--- config.mk ---
export PLATFORM = sky130hd
export DESIGN_NAME = bus_reset_call_detector
export DESIGN_NICKNAME = d
export VERILOG_FILES = /design/src/rtl/swr_pkg.sv /design/src/rtl/swr_byte_match.sv /design/src/rtl/swr_seq_fsm.sv /design/src/rtl/swr_pulse_gen.sv /design/src/rtl/bus_reset_call_detector.sv
export SDC_FILE = /design/constraint.sdc
export NUM_CORES = 1
export LEC_CHECK = 0
export ABC_AREA = 0
export BUFFER_PORTS_ARGS = -buffer_cell sky130_fd_sc_hd__buf_2
export CORE_AREA = 2 2 39 41
export DETAILED_ROUTE_END_ITERATION = 8
export DIE_AREA = 0 0 41 43
export GPL_ROUTABILITY_DRIVEN = 0
export PLACE_DENSITY = 0.55
export SYNTH_ARGS = -nofsm -noshare
export SYNTH_HDL_FRONTEND = slang
export SYNTH_SLANG_ARGS = --single-unit
export TNS_END_PERCENT = 1
--- constraint.sdc ---
create_clock -name clk -period 1.6 [get_ports clk]
set_clock_uncertainty 0.05 [all_clocks]
set_input_delay 0.32 -clock clk [delete_from_list [all_inputs] [get_ports clk]]
set_output_delay 0.32 -clock clk [all_outputs]
set_load 0.01 [all_outputs]
--- src/rtl/swr_pkg.sv ---
// Package: shared types for the software-reset call detector.
// Assumes: one phase variable plus a key index fully describe progress.
package swr_pkg;

    typedef enum logic [1:0] {
        PH_IDLE  = 2'd0,  // no call in progress
        PH_KEYS  = 2'd1,  // call address accepted, collecting keys
        PH_ARMED = 2'd2,  // all keys accepted, waiting for stop
        PH_DEAD  = 2'd3   // attempt abandoned until next start
    } swr_phase_e;

endpackage

--- src/rtl/swr_byte_match.sv ---
// Module: compares the incoming byte against the call address and
// every key of the handshake in parallel.
// Assumes: KEYS packs key 0 (first expected) in the low slice.
module swr_byte_match #(
    parameter int                          DATA_W    = 8,
    parameter int                          KEY_COUNT = 2,
    parameter logic [DATA_W-1:0]           CALL_ADDR = 8'h06,
    parameter logic [KEY_COUNT*DATA_W-1:0] KEYS      = {8'h5A, 8'hA5}
) (
    input  logic [DATA_W-1:0]    byte_data,
    output logic                 addr_hit,
    output logic [KEY_COUNT-1:0] key_hit
);

    // Address compare includes the R/W bit, so a read call never hits.
    always_comb addr_hit = (byte_data == CALL_ADDR);

    // One comparator per key position.
    for (genvar k = 0; k < KEY_COUNT; k++) begin : g_key
        assign key_hit[k] = (byte_data == KEYS[k*DATA_W +: DATA_W]);
    end

endmodule

--- src/rtl/swr_seq_fsm.sv ---
// Module: tracks progress through the call and makes the per-byte
// acknowledge decision, registered one cycle after the byte strobe.
// Assumes: start, stop and byte strobes never coincide; start wins
// if they do.
module swr_seq_fsm
    import swr_pkg::*;
#(
    parameter int KEY_COUNT = 2
) (
    input  logic                 clk,
    input  logic                 rst_n,
    input  logic                 start_stb,
    input  logic                 stop_stb,
    input  logic                 byte_vld,
    input  logic                 addr_phase,
    input  logic                 addr_hit,
    input  logic [KEY_COUNT-1:0] key_hit,
    output logic                 ack_q,
    output logic                 fire
);

    localparam int                IDX_W    = (KEY_COUNT > 1) ? $clog2(KEY_COUNT) : 1;
    localparam logic [IDX_W-1:0] LAST_IDX = IDX_W'(KEY_COUNT - 1);

    swr_phase_e       phase_q, phase_d;
    logic [IDX_W-1:0] idx_q, idx_d;
    logic             ack_d;

    // Next-state and acknowledge decision.
    always_comb begin
        phase_d = phase_q;
        idx_d   = idx_q;
        ack_d   = 1'b0;
        if (start_stb) begin
            phase_d = PH_IDLE;
            idx_d   = '0;
        end else if (stop_stb) begin
            phase_d = PH_IDLE;
            idx_d   = '0;
        end else if (byte_vld && addr_phase) begin
            idx_d = '0;
            if (addr_hit) begin
                phase_d = PH_KEYS;
                ack_d   = 1'b1;
            end else begin
                phase_d = PH_IDLE;
            end
        end else if (byte_vld) begin
            case (phase_q)
                PH_KEYS: begin
                    if (key_hit[idx_q]) begin
                        ack_d = 1'b1;
                        if (idx_q == LAST_IDX) phase_d = PH_ARMED;
                        else                   idx_d   = idx_q + 1'b1;
                    end else begin
                        phase_d = PH_DEAD;
                    end
                end
                PH_ARMED: phase_d = PH_DEAD;
                default:  phase_d = phase_q;
            endcase
        end
    end

    // State, key index and acknowledge registers.
    always_ff @(posedge clk) begin
        if (!rst_n) begin
            phase_q <= PH_IDLE;
            idx_q   <= '0;
            ack_q   <= 1'b0;
        end else begin
            phase_q <= phase_d;
            idx_q   <= idx_d;
            ack_q   <= ack_d;
        end
    end

    // Stop seen while armed and no start in the same cycle.
    always_comb fire = stop_stb && !start_stb && (phase_q == PH_ARMED);

endmodule

--- src/rtl/swr_pulse_gen.sv ---
// Module: registers the completion condition into the one-cycle
// reset pulse.
// Assumes: fire is never high two cycles in a row (the FSM leaves
// the armed phase on stop).
module swr_pulse_gen (
    input  logic clk,
    input  logic rst_n,
    input  logic fire,
    output logic reset_pulse
);

    // One register stage between the stop strobe and the pulse.
    always_ff @(posedge clk) begin
        if (!rst_n) reset_pulse <= 1'b0;
        else        reset_pulse <= fire;
    end

endmodule

--- src/rtl/bus_reset_call_detector.sv ---
// Module: top of the software-reset call detector. It watches decoded
// bus events, decides the acknowledge for each byte, and issues a
// reset pulse after a well-formed call closed by stop.
// Assumes: strobes come from an upstream byte decoder, one cycle each.
module bus_reset_call_detector #(
    parameter int                          DATA_W    = 8,
    parameter int                          KEY_COUNT = 2,
    parameter logic [DATA_W-1:0]           CALL_ADDR = 8'h06,
    parameter logic [KEY_COUNT*DATA_W-1:0] KEYS      = {8'h5A, 8'hA5}
) (
    input  logic              clk,
    input  logic              rst_n,
    input  logic              start_stb,
    input  logic              stop_stb,
    input  logic              byte_vld,
    input  logic [DATA_W-1:0] byte_data,
    input  logic              addr_phase,
    output logic              ack_out,
    output logic              reset_pulse
);

    logic                 addr_hit;
    logic [KEY_COUNT-1:0] key_hit;
    logic                 fire;

    swr_byte_match #(
        .DATA_W   (DATA_W),
        .KEY_COUNT(KEY_COUNT),
        .CALL_ADDR(CALL_ADDR),
        .KEYS     (KEYS)
    ) u_match (
        .byte_data(byte_data),
        .addr_hit (addr_hit),
        .key_hit  (key_hit)
    );

    swr_seq_fsm #(
        .KEY_COUNT(KEY_COUNT)
    ) u_fsm (
        .clk       (clk),
        .rst_n     (rst_n),
        .start_stb (start_stb),
        .stop_stb  (stop_stb),
        .byte_vld  (byte_vld),
        .addr_phase(addr_phase),
        .addr_hit  (addr_hit),
        .key_hit   (key_hit),
        .ack_q     (ack_out),
        .fire      (fire)
    );

    swr_pulse_gen u_pulse (
        .clk        (clk),
        .rst_n      (rst_n),
        .fire       (fire),
        .reset_pulse(reset_pulse)
    );

endmodule

After elaboration in Yosys (flattened, before gate mapping)
Index checks and enable logic that the tools add are counted.
{"block": "op_classes", "muxes": 14, "addsub": 1, "bitwise": 1, "order_cmp": 1, "n_reduce_logical": 10, "n_eq_ne": 6}
{"operator": "$mux W1", "count": 9}
{"operator": "$eq A8 B3 Y1 const B", "count": 1}
{"operator": "$eq A8 B7 Y1 const B", "count": 1}
{"operator": "$eq A8 B8 Y1 const B", "count": 1}
{"operator": "$mux W2", "count": 4}
{"operator": "$reduce_and A3 Y1", "count": 2}
{"operator": "$ne A4 B2 Y1 const B", "count": 1}
{"operator": "$pmux W2 S2", "count": 1}
{"operator": "$reduce_or A4 Y1", "count": 1}
{"operator": "$logic_and A1 B1 Y1", "count": 3}
{"operator": "$reduce_bool A3 Y1", "count": 1}
{"operator": "$reduce_or A3 Y1", "count": 1}
{"operator": "$eq A2 B1 Y1 const B", "count": 1}
{"operator": "$eq A2 B2 Y1 const B", "count": 1}
{"operator": "$lt A1 B2 Y1 const B", "count": 1}
{"operator": "$reduce_bool A2 Y1", "count": 1}
{"operator": "$add A1 B1 Y1 const B", "count": 1}
{"operator": "$logic_not A1 Y1", "count": 1}
{"operator": "$not A1 Y1", "count": 1}
{"block": "word_totals", "elab_cells": 37, "regBits": 5, "input_bits": 14}

Depth between registers and ports, before layout
{"block": "depth", "depth_word": 7, "mapped_depth": 6}

By module
From an unflattened synthesis, not the netlist that was laid out.
{"block": "unflattened", "cells_unflattened": 34, "hier_area_um2": 306.5}
{"mod": "swr_seq_fsm", "cells_per_inst": 25, "n_inst": 1, "area_each_um2": 231.5, "seq_area_each_um2": 80.1}
{"mod": "swr_byte_match", "cells_per_inst": 7, "n_inst": 1, "area_each_um2": 48.8, "seq_area_each_um2": 0.0}
{"mod": "swr_pulse_gen", "cells_per_inst": 2, "n_inst": 1, "area_each_um2": 26.3, "seq_area_each_um2": 20.0}

Least setup slack after synthesis
No wires, ideal clock.
{"block": "synth_path", "path_type": "input to register", "from": "in byte_data[3]", "to": "reg u_fsm.phase_q[0]", "path_buffers": 0, "slack_ps": -110, "arrival_ps": 1594, "path_stages": 4, "setup_ps": 66, "path_cell_list": "or4b_4 o211a_1 a2111o_1 a21oi_2"}
{"block": "synth_between", "elab_chain_cells": 7, "elab_cells_between_ends": 12, "cone_classes": "4 x eq/ne; 7 x mux; 1 x reduce/logical"}
{"element": "start: declaration", "line_no": "bus_reset_call_detector.sv:16", "text": "input logic [DATA_W-1:0] byte_data,"}
{"element": "$eq A8 B8 Y1 or $eq A8 B7 Y1 (tied branches)", "line_no": "swr_byte_match.sv:20", "text": "assign key_hit[k] = (byte_data == KEYS[k*DATA_W +: DATA_W]);"}
{"element": "$mux W1 (not written as such) (2 in series)", "line_no": "swr_seq_fsm.sv:51", "text": "if (key_hit[idx_q]) begin"}
{"element": "$mux W2", "line_no": "swr_seq_fsm.sv:51"}
{"element": "$pmux W2 S2", "line_no": "swr_seq_fsm.sv:49", "text": "case (phase_q)"}
{"element": "$mux W2", "line_no": "swr_seq_fsm.sv:48", "text": "end else if (byte_vld) begin"}
{"element": "$mux W2", "line_no": "swr_seq_fsm.sv:40", "text": "end else if (byte_vld && addr_phase) begin"}
{"element": "end signal: assignment", "line_no": "swr_seq_fsm.sv:72", "text": "phase_q <= phase_d;"}
{"element": "end: declaration", "line_no": "swr_seq_fsm.sv:25", "text": "swr_phase_e phase_q, phase_d;"}
Several ways; a longest one is shown, not always the timed one. The select of a mux whose other input is x is not followed.
A chain may end at the register's enable or synchronous reset.

Worst setup path after layout
{"block": "layout_path", "from": "reg u_fsm.phase_q[1]", "to": "reg u_fsm.ack_q"}
{"block": "layout_between", "elab_chain_cells": 4}
{"element": "$eq A2 B1 Y1", "line_no": "swr_seq_fsm.sv:49"}
{"element": "$mux W1", "line_no": "swr_seq_fsm.sv:49"}
{"element": "$mux W1", "line_no": "swr_seq_fsm.sv:48"}
{"element": "$mux W1", "line_no": "swr_seq_fsm.sv:40"}
{"element": "end signal: assignment", "line_no": "swr_seq_fsm.sv:74", "text": "ack_q <= ack_d;"}
{"element": "end: declaration", "line_no": "swr_seq_fsm.sv:18", "text": "output logic ack_q,"}
No other way between the ends.

==> metrics.md <==
| Metric | Value |
|---|---|
| Core Region | approximately 1400 sq um |
| Sw Share | 23.3% |
| Total wire length | 836 um |
| Clock Tree Buf Depth | 2 |
| Register Area | 100 sq um |
| # Post-CTS Setup Buffers | 0 |
| Sequential Power Share | about two fifths |
| Setup violators final | 0 |
| Gr ovfl total | 0 |
| Worst EP arrival | 1.71 ns |
| F_max | 634 MHz |
| Root Driver | clkbuf_4 |
| CP Capture Type | flip-flop |
| Pwr Density | 600 nW/um^2 |
| Crit path launch type | flip-flop |
| Initial antenna violation count | 0 |
| Cell Rows | 14 |
| Sw Pwr | 0.0755 mW |
| Pre-CTS worst setup slack | -0.199 ns |
| CTS tree | yes |
| Critical path class | flip-flop to flip-flop |
| Post-CTS sizing | 0 |
| Via density | 4.85 |
| I/O pins | 16 |
| Clk slew on worst S/H paths | 0.04 ns |
| Wire per inst | 10.3 um |
| Syn. warnings | 0 |
| Yosys cell types | 27 |
| Synth area leaders | dfxtp_1 (29%), ha_1 (7.2%), a21oi_1 (4.3%) |
| Power, Total | 0.324 mW |
| First-pass GRT wire length | 1.42 mm |
| Die area | 1760 sq um |
| Fraction of registers with async set/reset | 0% |
| Gate Count Post-Synth | 40 |
| Vias in the first global route | 375 |
| Die X | 41 um |
| Share of layout cells above drive strength 1 | 50.8% |
| Initial drt markers | 2 |
| H-tree depth | 1 |
| Layout fillers | 151 |
| Post-synth EDFFs | 0 |
| Crit path time final | 1.58 ns |
| Initial Utilization | 25.2% |
| Synth Area per Inst | 8.73 sq um |
| Antenna cells | 0 |
| Multi-input combinational cell area | 259 sq um |
| Design area | 541 sq um |
| Hold_buf cts | 0 |
| Peak VDD IR | 268 uV |
| Post-route ant nets | 0 |
| Worst-skew pair later-pin latency | 0.24 ns |
| Mapped cell area | 349 sq um |
| Pin count of the biggest net entering global routing | 7 |
| DR pass1 iterations | 3 |
| Detailed-route via count | 393 |
| Final Slew Violations | 0 |
| Synthesis-to-layout area growth | 54.8% |
| Gate power share | 15.8% |
| Final hold vios | 0 |
| RSZ-0062 raised after global routing | true |
| Die height | 43 um |
| Internal power | 0.249 mW |
| Final net count | 82 |
| Clk sinks | 5 |
| P_leak | 0.231 nW |
| Mapped Nets | 56 |
| Hold/Removal Path Class | primary input to flip-flop |
| HPWL after DPL | ~700 um |
| Required time of the critical path | 1.73 ns |
| CTS Buf Count | 3 |
| Post-synth top area share | 28.7% |
| Drt drc | 0 |
| Max FO, Critical Path | 3 |
| Worst Hold Slack | 0.302 ns |
| Final Cycle Share | 98.6% |
| Sequential cell area fraction in the yosys report | 28.7% |
| Final setup margin | 0.0231 ns |
| Max cap viols | 0 |
| Status | complete, no violations |
| Clock share of power | a little under half |
| Predominant post-synthesis flop cell | dfxtp_1 |
| Headroom to the max-slew limit | between 80% and 90% |
| Placed instance area | 499 sq um |
| Cell taking the most area after synthesis | dfxtp_1 |
| Number of synthesized register bits | 5 |
| Slew @ Worst Pin | approximately 0.26 ns |
| Gr usage total | between 10% and 20% |
| # port buffers | 15 |
sequential cells by signal (all words and copies together) (netlist names):
signal	cells
u_fsm.ack_q	1
u_fsm.idx_q	1
u_pulse.reset_pulse	1
u_fsm.phase_q	2
synth_stat cells, drive strengths merged (2+ instances only):
cell	count
dfxtp	5
nor3	2
inv	4
ha	2
o21ai	2
or4b	3
o21a	2
a21oi	4
final cells by class:
cell class,count,share of cell area [%]
inverters,4,2.78
multi-input cells,31,47.9
repair buffers,21,22.2
flip-flops and latches,5,18.5
clock buffers,4,4.86
well taps,16,3.70
worst paths after layout:
check / start / endpoint / slack (ns) / cells past startpoint
setup / recovery: u_fsm.phase_q[1] / u_fsm.ack_q / 0.02 / 5
hold / removal: rst_n / u_pulse.reset_pulse / 0.30 / 2
setup reg to reg: u_fsm.phase_q[1] / u_fsm.ack_q / 0.02 / 5
hold reg to reg: u_fsm.phase_q[0] / u_fsm.phase_q[0] / 0.48 / 2
power groups by stage:
stage | clock (mW) | sequential (mW) | combinational (mW)
after global placement | 0 | 0.129 | 0.0498
after detailed placement | 0 | 0.129 | 0.0505
after CTS | 0.151 | 0.126 | 0.0507
after floorplan | 0 | 0.129 | 0.0201
final | 0.146 | 0.127 | 0.0512
after global routing | 0.164 | 0.126 | 0.0577
placed cells by master, fill, tap and decap left out, types with 2 or more instances in the layout:
cell type / Yosys / routed
inv_1: 4 / 4
or4b_4: 1 / 2
buf_2: 0 / 15
o21ai_0: 2 / 2
o21a_1: 2 / 2
buf_4: 0 / 6
clkbuf_4: 0 / 3
dfxtp_1: 5 / 5
a21oi_2: 1 / 2
nor3_1: 2 / 2
a21oi_1: 3 / 2
logic make-up (layout without fill, tap and decap cells):
family | count (synthesis) | after routing | synth area share, %
buffers and inverters | 4 | 29 | 4.30
AND/OR/NAND/NOR | 17 | 17 | 35.8
flip-flops | 5 | 5 | 28.7
AO/OA/AOI/OAI | 12 | 12 | 24.0
adder cells (fa/ha/maj) | 2 | 2 | 7.17
worst max-delay path: stages, from the launching register on:
cell and delay (ns):
dfxtp_1 0.30, inv_1 0.07, ha_2 0.19, or4b_2 0.61
a21oi_2 0.17, o21a_1 0.12
through the flow:
| step | setup TNS, ns | util [%] | instances |
|---|---|---|---|
| 2_1_floorplan | -0.00616 | - | 40 |
| 3_5_place_dp | -0.475 | 36.1 | 77 |
| 3_3_place_gp | -0.441 | 36.1 | 77 |
| 5_1_grt | -0.0290 | 39.1 | 81 |
| 6_report | 0 | 39.1 | 81 |
| 4_1_cts | 0 | 38.0 | 81 |
routing by layer:
| metal | global-route usage (%) | vias up | wire length [um] |
|---|---|---|---|
| li1 | - | 204 | - |
| met1 | 14.1 | 180 | 354 |
| met2 | 18.8 | 9 | 440 |
| met3 | 3.14 | 0 | 42 |
| met4 | 4.00 | 0 | 0 |
| met5 | 0 | - | 0 |
Note: power is estimated with default switching activity, not from simulation.
